`config.mk`:
```
export PLATFORM = sky130hd
export DESIGN_NAME = led_pattern_gen
export DESIGN_NICKNAME = d
export VERILOG_FILES = /design/src/rtl/led_pkg.sv /design/src/rtl/led_timebase.sv /design/src/rtl/led_mode_decode.sv /design/src/rtl/led_user_mux.sv /design/src/rtl/led_pattern_gen.sv
export SDC_FILE = /design/constraint.sdc
export NUM_CORES = 1
export LEC_CHECK = 0
export CAP_MARGIN = 25
export CORE_ASPECT_RATIO = 0.8
export CORE_MARGIN = 8
export CORE_UTILIZATION = 44
export CTS_CLUSTER_SIZE = 8
export DETAILED_ROUTE_END_ITERATION = 12
export HOLD_SLACK_MARGIN = 0.08
export PLACE_DENSITY = 0.66
export SETUP_SLACK_MARGIN = 0.3
export SKIP_LAST_GASP = 1
export SYNTH_ARGS = -nofsm -noshare
export SYNTH_HDL_FRONTEND = slang
export SYNTH_HIERARCHICAL = 1
export SYNTH_SLANG_ARGS = --single-unit
```
`constraint.sdc`:
```
create_clock -name clk -period 3.1 [get_ports clk]
set_clock_uncertainty 0.05 [all_clocks]
set_input_delay 0.62 -clock clk [delete_from_list [all_inputs] [get_ports clk]]
set_output_delay 0.62 -clock clk [all_outputs]
set_load 0.01 [all_outputs]
```
`src/rtl/led_pkg.sv`:
```
// Package: shared types and constants for the status LED pattern generator.
// Assumes a fixed 5-bit phase: 32 ticks per slowest pattern period.
package led_pkg;

    localparam int PHASE_W = 5;

    // Priority-resolved operating condition
    typedef enum logic [1:0] {
        MODE_RESET    = 2'd0,
        MODE_PWRDN    = 2'd1,
        MODE_RAILSOFF = 2'd2,
        MODE_RUN      = 2'd3
    } led_mode_t;

    // User LED source encodings
    localparam logic [3:0] SEL_GPIO = 4'b0000;
    localparam logic [3:0] SEL_PHY0 = 4'b0001;
    localparam logic [3:0] SEL_PHY1 = 4'b0010;

endpackage

```
`src/rtl/led_timebase.sv`:
```
// Module: led_timebase
// Divides the system clock into ticks and counts ticks into a wrapping phase.
// Assumes DIV >= 2. Phase and prescaler both clear on synchronous reset.
module led_timebase #(
    parameter int DIV     = 4,
    parameter int PHASE_W = 5
) (
    input  logic               clk,
    input  logic               rst_n,
    output logic [PHASE_W-1:0] phase
);
    localparam int PRE_W = (DIV > 2) ? $clog2(DIV) : 1;
    localparam logic [PRE_W-1:0] PRE_LAST = PRE_W'(DIV - 1);

    logic [PRE_W-1:0] pre_q;

    // Prescaler and phase counter: phase steps once per DIV clocks
    always_ff @(posedge clk) begin
        if (!rst_n) begin
            pre_q <= '0;
            phase <= '0;
        end else if (pre_q == PRE_LAST) begin
            pre_q <= '0;
            phase <= phase + 1'b1;
        end else begin
            pre_q <= pre_q + 1'b1;
        end
    end
endmodule

```
`src/rtl/led_mode_decode.sv`:
```
// Module: led_mode_decode
// Resolves the control inputs into one operating mode by fixed priority:
// external reset, then power-down, then rails-off, then running.
module led_mode_decode
    import led_pkg::*;
(
    input  logic      resin_n,
    input  logic      pwr_en,
    input  logic      rails_good,
    output led_mode_t mode
);
    // Priority resolution of the operating condition
    always_comb begin
        if (!resin_n)         mode = MODE_RESET;
        else if (!pwr_en)     mode = MODE_PWRDN;
        else if (!rails_good) mode = MODE_RAILSOFF;
        else                  mode = MODE_RUN;
    end
endmodule

```
`src/rtl/led_user_mux.sv`:
```
// Module: led_user_mux
// Chooses the user LED source in the running mode. Keeps the default GPIO
// source until the processor is out of reset; undefined selectors fall back.
module led_user_mux
    import led_pkg::*;
(
    input  logic       por_done,
    input  logic [3:0] led_sel,
    input  logic       gpio_led,
    input  logic       phy_led0,
    input  logic       phy_led1,
    output logic       user_src
);
    // Remap selection with default fallback
    always_comb begin
        user_src = gpio_led;
        if (por_done) begin
            case (led_sel)
                SEL_PHY0: user_src = phy_led0;
                SEL_PHY1: user_src = phy_led1;
                default:  user_src = gpio_led;
            endcase
        end
    end
endmodule

```
`src/rtl/led_pattern_gen.sv`:
```
// Module: led_pattern_gen (top)
// Drives the status and user LEDs from the controller state. All blink codes
// are decoded from one shared phase; outputs are registered, so they show
// the previous cycle's inputs and phase.
// Assumes CLK_HZ is an integer multiple of TICK_HZ, at least 2x.
module led_pattern_gen
    import led_pkg::*;
#(
    parameter int CLK_HZ  = 50_000_000,
    parameter int TICK_HZ = 16
) (
    input  logic       clk,
    input  logic       rst_n,
    input  logic       resin_n,
    input  logic       pwr_en,
    input  logic       rails_good,
    input  logic       por_done,
    input  logic       boot_sd,
    input  logic [3:0] led_sel,
    input  logic       gpio_led,
    input  logic       phy_led0,
    input  logic       phy_led1,
    output logic       led_status,
    output logic       led_user
);
    localparam int DIV = CLK_HZ / TICK_HZ;

    logic [PHASE_W-1:0] phase;
    led_mode_t          mode;
    logic               user_src;
    logic               fast_on, slow_on, pwrdn_on;
    logic               status_d, user_d;

    led_timebase #(.DIV(DIV), .PHASE_W(PHASE_W)) u_tb (
        .clk   (clk),
        .rst_n (rst_n),
        .phase (phase)
    );

    led_mode_decode u_mode (
        .resin_n    (resin_n),
        .pwr_en     (pwr_en),
        .rails_good (rails_good),
        .mode       (mode)
    );

    led_user_mux u_mux (
        .por_done (por_done),
        .led_sel  (led_sel),
        .gpio_led (gpio_led),
        .phy_led0 (phy_led0),
        .phy_led1 (phy_led1),
        .user_src (user_src)
    );

    // Pattern decodes from the shared phase
    always_comb begin
        fast_on  = ~phase[1];
        slow_on  = ~phase[3];
        pwrdn_on = (phase[PHASE_W-1:2] == '0);
    end

    // Per-mode selection of the next LED levels
    always_comb begin
        case (mode)
            MODE_RESET:    begin status_d = 1'b1;     user_d = 1'b1;     end
            MODE_PWRDN:    begin status_d = pwrdn_on; user_d = 1'b1;     end
            MODE_RAILSOFF: begin status_d = 1'b1;     user_d = 1'b0;     end
            default:       begin
                status_d = boot_sd ? slow_on : fast_on;
                user_d   = user_src;
            end
        endcase
    end

    // Output registers for glitch-free LED drive
    always_ff @(posedge clk) begin
        if (!rst_n) begin
            led_status <= 1'b0;
            led_user   <= 1'b0;
        end else begin
            led_status <= status_d;
            led_user   <= user_d;
        end
    end
endmodule

```
==> flow_metrics.tcl, run 1 <==
set metrics [dict create \
    worstPathArrival_ns 2.30 \
    fp-row-count 18 \
    fin_crit_sh 0.689 \
    postPlaceCellArea_mm2 0.00160 \
    yosys.area.top_type "dfxtp_1" \
    status "complete, no violations" \
    ant_nets 0 \
    worst_pin_slew_ns 0.432 \
    leakagePower_nw 0.548 \
    power_frac_seq 0.525 \
    synth_enable_flop_cells 0 \
    dr.first_iter.drc_count 45 \
    root_buffer "clkbuf_8" \
    worstSetupPathType "reg2reg" \
    crit_required_ns 3.26 \
    grt_pass1_vias 1084 \
    async_reset_ff_frac 0 \
    synth.area.top_cells "dfxtp_1, xnor2_1, nor2_1" \
    place_congestion 0.808 \
    track_usage 0.114 \
    post-cts-setup-buffers 0 \
    start_util 0.462 \
    cts_inserted_buffers 5 \
    drc_errors 0 \
    dp_hpwl_um 2110 \
    synth.most_common_cell "dfxtp_1" \
    met1Wirelength_um 1320 \
    slew_viol_final 0 \
    syn-cell-area_mm2 0.00143 \
    ys_seq_elements 29 \
    finalSetupViolCount 0 \
    routed.top_layer "met4" \
    wl_per_cell_um 12.6 \
    p_int_mw 0.581 \
    period_needed_ns 2.14 \
    setup_tns_ns 0 \
    critPathCaptureType "flop" \
    ys.flop_type "dfxtp_1" \
    avgSynthCellArea_um2 8.70 \
    overflow 0 \
    antenna_cells 0 \
    ys_types 40 \
    vias 1179 \
    sw_frac_of_total 0.203 \
    drt-total-wl_um 2790 \
    start_kind "flop" \
    syn2layout_area_growth_pct 18.2 \
    final_area_mm2 0.00169 \
    drive_gt1_frac 0.0773 \
    drt_pre_antenna_iters 4 \
    clkSinkCount 29 \
    cts.clk_slew.worst_paths_ns 0.05 \
    yosysTopAreaCellShare 0.407 \
    grt_pass1_wl_um 4640 \
    cap_violations 0 \
    crit_fanout 8 \
    portBuffers 15 \
    cts_tree "done" \
    pwr-share-comb 0.063 \
    clockPowerShare 0.412 \
    hold_violations 0 \
    wl_met2_um 1340 \
    ys_warn_count 6 \
    max_slew_margin 0.710 \
    die_y_um 66.9 \
    core_mm2 0.00309 \
    rsz0062_at_grt "false" \
    nets 197 \
    cts_buffer_depth 2 \
    antenna_found_initial 0 \
    io_pins 16 \
    hold_path.class "reg2reg" \
    ctsResizeCount 0 \
    syn-num-nets 180 \
    die_area_mm2 0.00533 \
    htree_levels 2 \
    netlist_instances 164 \
    final_util 0.546 \
    die_w_um 79.7 \
    wl_met3_um 87 \
    vdd_drop_max_mv 0.314 \
    clk_latency_ns 0.28 \
    fmax_ghz 0.468 \
    via_per_inst 5.33 \
    p_sw_mw 0.148 \
    grt_max_degree 22 \
    synth_seq_area_share 0.407 \
    power.density_mw_per_mm2 433 \
    synth_commonest_cells "dfxtp_1, nor2_1, a21oi_1" \
    ctsHoldBuffers 0 \
]
==> kinds of logic after synthesis <==
group	after synthesis	synth area share
buffers and inverters	15	0.0482
adders and majority gates	2	0.0175
AOI/OAI and AO/OA	32	0.146
muxes	1	0.00702
and+or+nand+nor	73	0.300
xor gates and xnor gates	12	0.0737
DFF	29	0.407
==> registers in the layout, indices dropped and copies added, names as in the netlist <==
register	count
u_tb/pre_q	22
u_tb/phase	5
led_status	1
led_user	1
==> critical path, stage by stage, from the launching register on <==
cell and delay (ns):
dfxtp_1 0.38, ha_1 0.23, nand3_2 0.16, or4_1 0.65
or4_4 0.46, a21oi_2 0.13
==> power by group through the flow <==
| stage | clock network [mW] | logic [mW] | registers, mW |
|---|---|---|---|
| after floorplan | 0 | 0.0200 | 0.391 |
| after global placement | 0 | 0.0448 | 0.390 |
| after detailed placement | 0 | 0.0465 | 0.390 |
| after CTS | 0.311 | 0.0466 | 0.382 |
| after global routing | 0.329 | 0.0505 | 0.383 |
| final | 0.301 | 0.0460 | 0.382 |
==> cell usage in the layout, fill, tap and decap left out, drive strengths merged, types with 4 or more instances in the layout <==
cell type	instances
xor2	4
or4	4
clkdlybuf4s50	15
nor2	17
a21oi	11
o21ai	9
inv	9
nand3	6
nand4	6
xnor2	8
or3	8
dfxtp	29
nand2	9
clkbuf	7
nor3	7
==> routing by layer <==
| metal | vias up | GRT usage |
|---|---|---|
| met3 | 4 | 0.0403 |
| met4 | 0 | 0.0622 |
| met5 | - | 0 |
| li1 | 628 | - |
| met2 | 13 | 0.179 |
| met1 | 534 | 0.133 |
==> path summary, 6_finish.rpt <==
kind | end | cells past startpoint | from | slack, ns
hold reg to reg | u_tb/pre_q[0]$_SDFF_PP0_ | 1 | u_tb/pre_q[0]$_SDFF_PP0_ | 0.44
setup reg to reg | u_tb/pre_q[20]$_SDFF_PP0_ | 5 | u_tb/pre_q[0]$_SDFF_PP0_ | 0.96
setup / recovery | u_tb/pre_q[20]$_SDFF_PP0_ | 5 | u_tb/pre_q[0]$_SDFF_PP0_ | 0.96
hold / removal | u_tb/pre_q[0]$_SDFF_PP0_ | 1 | u_tb/pre_q[0]$_SDFF_PP0_ | 0.44
==> layout make-up <==
type                       instances  area [um^2]
inverter                           9         33.8
sequential                        29          581
tap                               40         50.0
multi-input combinational        120          777
timing repair buffer              16          158
fill                             278         1400
clock buffer                       7         86.3
==> metrics by stage <==
stage / power (mW) / cells / worst slack (ns) / hold WS [ns]
2_1_floorplan: 0.411 / 164 / 1.10 / 0.387
3_5_place_dp: 0.437 / 214 / 0.764 / 0.419
4_1_cts: 0.740 / 221 / 0.958 / 0.439
5_1_grt: 0.762 / 221 / 0.762 / 0.463
6_report: 0.729 / 221 / 0.964 / 0.436
3_3_place_gp: 0.435 / 214 / 0.829 / 0.404
Note: power is estimated with default switching activity, not from simulation.
==> run 2, diff against run 1 <==
--- a/config.mk
+++ b/config.mk
@@ -12,7 +12,7 @@
 export CTS_CLUSTER_SIZE = 8
 export DETAILED_ROUTE_END_ITERATION = 12
 export HOLD_SLACK_MARGIN = 0.08
-export PLACE_DENSITY = 0.66
+export PLACE_DENSITY = 0.68
 export SETUP_SLACK_MARGIN = 0.3
 export SKIP_LAST_GASP = 1
 export SYNTH_ARGS = -nofsm -noshare
==> constraint.sdc (replaced) <==
create_clock -name clk -period 1.9 [get_ports clk]
set_clock_uncertainty 0.05 [all_clocks]
set_input_delay 0.38 -clock clk [delete_from_list [all_inputs] [get_ports clk]]
set_output_delay 0.38 -clock clk [all_outputs]
set_load 0.01 [all_outputs]
==> flow_metrics.tcl, run 2 (synthesized netlist as in run 1, its figures left out) <==
set metrics [dict create \
    status "complete, no violations" \
    fin_crit_sh 0.929 \
    r2r_end "u_tb/pre_q[3]$_SDFF_PP0_" \
    crit_path_start "u_tb/pre_q[0]$_SDFF_PP0_" \
    postPlaceCellArea_mm2 0.00170 \
    wl_met3_um 126 \
    drive_gt1_frac 0.299 \
    cap_violations 0 \
    syn2layout_area_growth_pct 44.4 \
    place_congestion 0.792 \
    cts_inserted_buffers 5 \
    track_usage 0.145 \
    rr_startpoint "u_tb/pre_q[0]$_SDFF_PP0_" \
    met1Wirelength_um 1500 \
    max_stage_delay_ns 0.35 \
    antenna_found_initial 0 \
    finalSetupViolCount 0 \
    r2r_setup_slack_ns 0.13 \
    wl_per_cell_um 14.9 \
    cp_cell_sequence "ha_4 > nor4bb_4 > nand4b_1 > buf_4 > o21ai_4 > clkbuf_16 > nor2_1" \
    grt_max_degree 22 \
    wl_met2_um 1800 \
    drt-total-wl_um 3540 \
    drt_pre_antenna_iters 4 \
    hold_violations 0 \
    critPathCaptureType "flop" \
    die_w_um 79.7 \
    grt_pass1_vias 1350 \
    hold_path.class "reg2reg" \
    worst_slack_ns 0.134 \
    grt_pass1_wl_um 5920 \
    routed.top_layer "met4" \
    nets 212 \
    overflow 0 \
    crit_path_end "u_tb/pre_q[3]$_SDFF_PP0_" \
    dp_hpwl_um 2320 \
    final_area_mm2 0.00206 \
    cts.clk_slew.worst_paths_ns 0.06 \
    fp-row-count 18 \
    start_kind "flop" \
    crit_required_ns 2.02 \
    crit_family "simple AND/OR/NAND/NOR gates" \
    die_area_mm2 0.00533 \
    dr.first_iter.drc_count 62 \
    ant_nets 0 \
    crit_fanout 10 \
    portBuffers 15 \
    root_buffer "clkbuf_8" \
    worst-path-stages 7 \
    max_slew_margin 0.650 \
    cts_tree "done" \
    rsz0062_at_grt "true" \
    worstPathArrival_ns 1.89 \
    place_ws_ns -0.187 \
    worstSetupPathType "reg2reg" \
    drc_errors 0 \
    cts_buffer_depth 2 \
    htree_levels 2 \
    crit_buf_inv 2 \
    period_needed_ns 1.77 \
    start_util 0.462 \
    clk_latency_ns 0.28 \
    core_mm2 0.00309 \
    clkSinkCount 29 \
    slew_viol_final 0 \
    fmax_ghz 0.566 \
    worst_pin_slew_ns 0.523 \
    die_y_um 66.9 \
    power.density_mw_per_mm2 620 \
    vias 1327 \
    slowest_stage "dfxtp_4" \
    r2r_cells 7 \
    leakagePower_nw 0.720 \
    layout.cells.most_common_list "dfxtp_1, nor2_1, buf_4" \
    vdd_drop_max_mv 0.510 \
    via_per_inst 5.60 \
    top_regs "u_tb/pre_q x22, u_tb/phase x5" \
    largest_reg_flops 22 \
    io_pins 16 \
    top_register "u_tb/pre_q" \
    antenna_cells 0 \
]
[run 2: cell count changes in the layout (fill, tap and decap cells not counted), moves of 3 or more]
cell	delta
dlymetal6s2s_1	+3
dfxtp_1	-12
buf_4	+11
dfxtp_4	+9
nor4b_1	-3
clkdlybuf4s50_1	-6
dlygate4sd2_1	+3
dfxtp_2	+3
[run 2: worst min-delay path, delay by kind of cell (launching register included)]
family             cells  cell delay (ns)
DFF                    1             0.35
AOI/OAI and AO/OA      2             0.12
[run 2: cell type report]
class                   instances  area [um^2]
fillers                       240         1030
inverters                       9         33.8
multi-input cells             120          945
flip-flops and latches         29          618
repair buffers                 31          312
well taps                      40         50.0
clock buffers                   7         96.3
clock inverters                 1         5.00
[run 2: metrics by stage]
stage	std cells	utilization	hold slack [ns]	power [mW]	TNS [ns]
finish	237	0.667	0.463	1.28	0
global route	237	0.667	0.487	1.33	0
CTS	236	0.643	0.448	1.28	0
detailed placement	218	0.551	0.414	0.718	-0.187
global placement	218	0.551	0.407	0.714	-0.112
floorplan	164	-	0.388	0.670	0
[run 2: worst min-delay path by stage]
stage,from,end,slack [ns],cells past startpoint
after detailed placement,u_tb/pre_q[0]$_SDFF_PP0_,u_tb/pre_q[0]$_SDFF_PP0_,0.41,1
after CTS,u_tb/phase[4]$_SDFFE_PN0N_,u_tb/phase[4]$_SDFFE_PN0N_,0.45,2
after global placement,u_tb/pre_q[0]$_SDFF_PP0_,u_tb/pre_q[0]$_SDFF_PP0_,0.41,1
after floorplan,u_tb/pre_q[0]$_SDFF_PP0_,u_tb/pre_q[0]$_SDFF_PP0_,0.39,1
after global routing,u_tb/phase[4]$_SDFFE_PN0N_,u_tb/phase[4]$_SDFFE_PN0N_,0.49,2
final,u_tb/phase[4]$_SDFFE_PN0N_,u_tb/phase[4]$_SDFFE_PN0N_,0.46,2
[run 2: power by group]
part,switching (mW),total (mW),internal (mW)
Clock,0.227,0.553,0.326
Combinational,0.0455,0.108,0.0624
Sequential,0.00776,0.616,0.608
Total,0.280,1.28,0.997
[run 2: timing repair]
action | CTS | global route
hold buffers | 0 | 0
gates cloned | 0 | 1
pin swaps | 15 | 8
endpoints found under the setup margin | 27 | 28
resized for setup | 25 | 9
buffers inserted | 10 | 0
[run 2: metal layers]
| layer | up-vias | GRT usage |
|---|---|---|
| met5 | - | 0 |
| met4 | 0 | 0.0829 |
| met3 | 15 | 0.0524 |
| met2 | 29 | 0.251 |
| met1 | 630 | 0.151 |
| li1 | 653 | - |
==> run 3, diff against run 2 <==
--- a/config.mk
+++ b/config.mk
@@ -7,7 +7,6 @@
 export LEC_CHECK = 0
 export CAP_MARGIN = 25
 export CORE_ASPECT_RATIO = 0.8
-export CORE_MARGIN = 8
 export CORE_UTILIZATION = 44
 export CTS_CLUSTER_SIZE = 8
 export DETAILED_ROUTE_END_ITERATION = 12
==> flow_metrics.tcl, run 3 (synthesized netlist as in run 1, its figures left out) <==
set metrics [dict create \
    portBuffers 15 \
    rr_startpoint "u_tb/pre_q[1]$_SDFF_PP0_" \
    start_kind "flop" \
    dpl.cell_count 218 \
    path_common_cell "or4_4" \
    clkSinkCount 29 \
    syn2layout_area_growth_pct 44.2 \
    track_usage 0.198 \
    slowest_stage "or4_4" \
    status "complete, no violations" \
    cap_violations 0 \
    nets 213 \
    vias 1297 \
    r2r_end "u_tb/pre_q[20]$_SDFF_PP0_" \
    r2r_setup_slack_ns 0.18 \
    leakagePower_nw 0.690 \
    ant_nets 0 \
    cts_buffer_depth 2 \
    dr.first_iter.drc_count 36 \
    slew_viol_final 0 \
    grt_use_met3 0.0711 \
    fin_crit_sh 0.906 \
    place_ws_ns -0.193 \
    top_register "u_tb/pre_q" \
    via_per_inst 5.45 \
    final_common_cell "nor2_1" \
    cp_cell_sequence "ha_4 > nand3_4 > or4_4 > or4_4 > a21oi_2" \
    cts.clk_slew.worst_paths_ns 0.06 \
    worst_slack_ns 0.178 \
    crit_buf_inv 0 \
    clk_latency_ns 0.28 \
    die_area_mm2 0.00347 \
    crit_required_ns 2.07 \
    grt_pass1_vias 1147 \
    critPathCaptureType "flop" \
    drt_pre_antenna_iters 4 \
    period_needed_ns 1.72 \
    worstPathArrival_ns 1.89 \
    top_regs "u_tb/pre_q x22, u_tb/phase x5" \
    top_usage_layer "met2" \
    start_util 0.462 \
    core_mm2 0.00309 \
    vdd_drop_max_mv 0.471 \
    ctsHoldBuffers 0 \
    antenna_cells 0 \
    min_from "u_tb/pre_q[21]$_SDFF_PP0_" \
    r2r_cells 5 \
    worst_pin_slew_ns 0.398 \
    drt-total-wl_um 3250 \
    cts_inserted_buffers 5 \
    drive_gt1_frac 0.318 \
    dp_hpwl_um 2080 \
    whs_endpoint "u_tb/pre_q[21]$_SDFF_PP0_" \
    final_cells 238 \
    finalSetupViolCount 0 \
    rsz0062_at_grt "true" \
    overflow 0 \
    fmax_ghz 0.581 \
    crit_family "simple AND/OR/NAND/NOR gates" \
    use_met2 0.323 \
    cts_tree "done" \
    largest_reg_flops 22 \
    postPlaceCellArea_mm2 0.00170 \
    die_y_um 52.9 \
    max_slew_margin 0.734 \
    root_buffer "clkbuf_8" \
    fp-row-count 18 \
    max_stage_delay_ns 0.46 \
    hold_violations 0 \
    io_pins 16 \
    met1_usage 0.239 \
    die_w_um 65.7 \
    place_congestion 0.755 \
    grt_max_degree 22 \
    power.density_mw_per_mm2 599 \
    holdPathStages 2 \
    final_area_mm2 0.00206 \
    worstSetupPathType "reg2reg" \
    htree_levels 2 \
    drc_errors 0 \
    crit_fanout 8 \
    hold_path.class "reg2reg" \
    layout.cells.most_common_list "nor2_1, dfxtp_1, clkdlybuf4s50_1, buf_4, dfxtp_4" \
    grt_pass1_wl_um 5040 \
    antenna_found_initial 0 \
    wl_per_cell_um 13.7 \
]
[run 3: timing repair]
item,in CTS,in global routing
pin swaps,15,7
endpoints found under the setup margin,27,26
gates resized for setup,24,15
setup buffers,9,3
[run 3: power by group]
group	internal, mW	leakage [nW]	switching, mW
logic	0.0631	0.400	0.0428
clock network	0.294	0.0455	0.217
registers	0.606	0.245	0.00828
total	0.964	0.690	0.268
[run 3: through the flow]
step | setup TNS [ns] | utilization | total power, mW | hold slack, ns
after CTS | 0 | 0.631 | 1.25 | 0.441
after floorplan | 0 | - | 0.670 | 0.388
after global placement | -0.116 | 0.551 | 0.714 | 0.406
final | 0 | 0.667 | 1.23 | 0.450
after detailed placement | -0.209 | 0.551 | 0.717 | 0.416
after global routing | 0 | 0.667 | 1.28 | 0.470
[run 3: routing by layer]
layer / wire (um) / up-vias
met3: 134 / 8
met5: 0 / -
li1: - / 661
met4: 68 / 0
met2: 1630 / 23
met1: 1420 / 605
[run 3: worst max-delay path by stage]
| stage | depth (start not counted) | slack [ns] | to | startpoint |
|---|---|---|---|---|
| final | 5 | 0.18 | u_tb/pre_q[20]$_SDFF_PP0_ | u_tb/pre_q[1]$_SDFF_PP0_ |
| after global routing | 4 | 0.11 | u_tb/pre_q[20]$_SDFF_PP0_ | u_tb/pre_q[10]$_SDFF_PP0_ |
| after CTS | 5 | 0.17 | u_tb/pre_q[20]$_SDFF_PP0_ | u_tb/pre_q[1]$_SDFF_PP0_ |
| after detailed placement | 6 | -0.19 | led_user$_SDFF_PN0_ | por_done |
| after global placement | 6 | -0.12 | led_user$_SDFF_PN0_ | por_done |
| after floorplan | 6 | 0.13 | u_tb/pre_q[20]$_SDFF_PP0_ | u_tb/pre_q[0]$_SDFF_PP0_ |
[run 3: cell type report]
type	count	area [um^2]
Tap cell	40	50.0
Fill cell	248	1030
Timing Repair Buffer	32	322
Clock buffer	8	90.1
Multi-Input combinational cell	120	938
Sequential cell	29	623
Inverter	9	33.8
[run 3: worst reg2reg max path: cells and delay by family, from the launching register on]
kind / cells / cell delay, ns
AND/OR/NAND/NOR: 3 / 0.96
flip-flops: 1 / 0.36
AO/OA/AOI/OAI: 1 / 0.12
adder cells (fa/ha/maj): 1 / 0.16
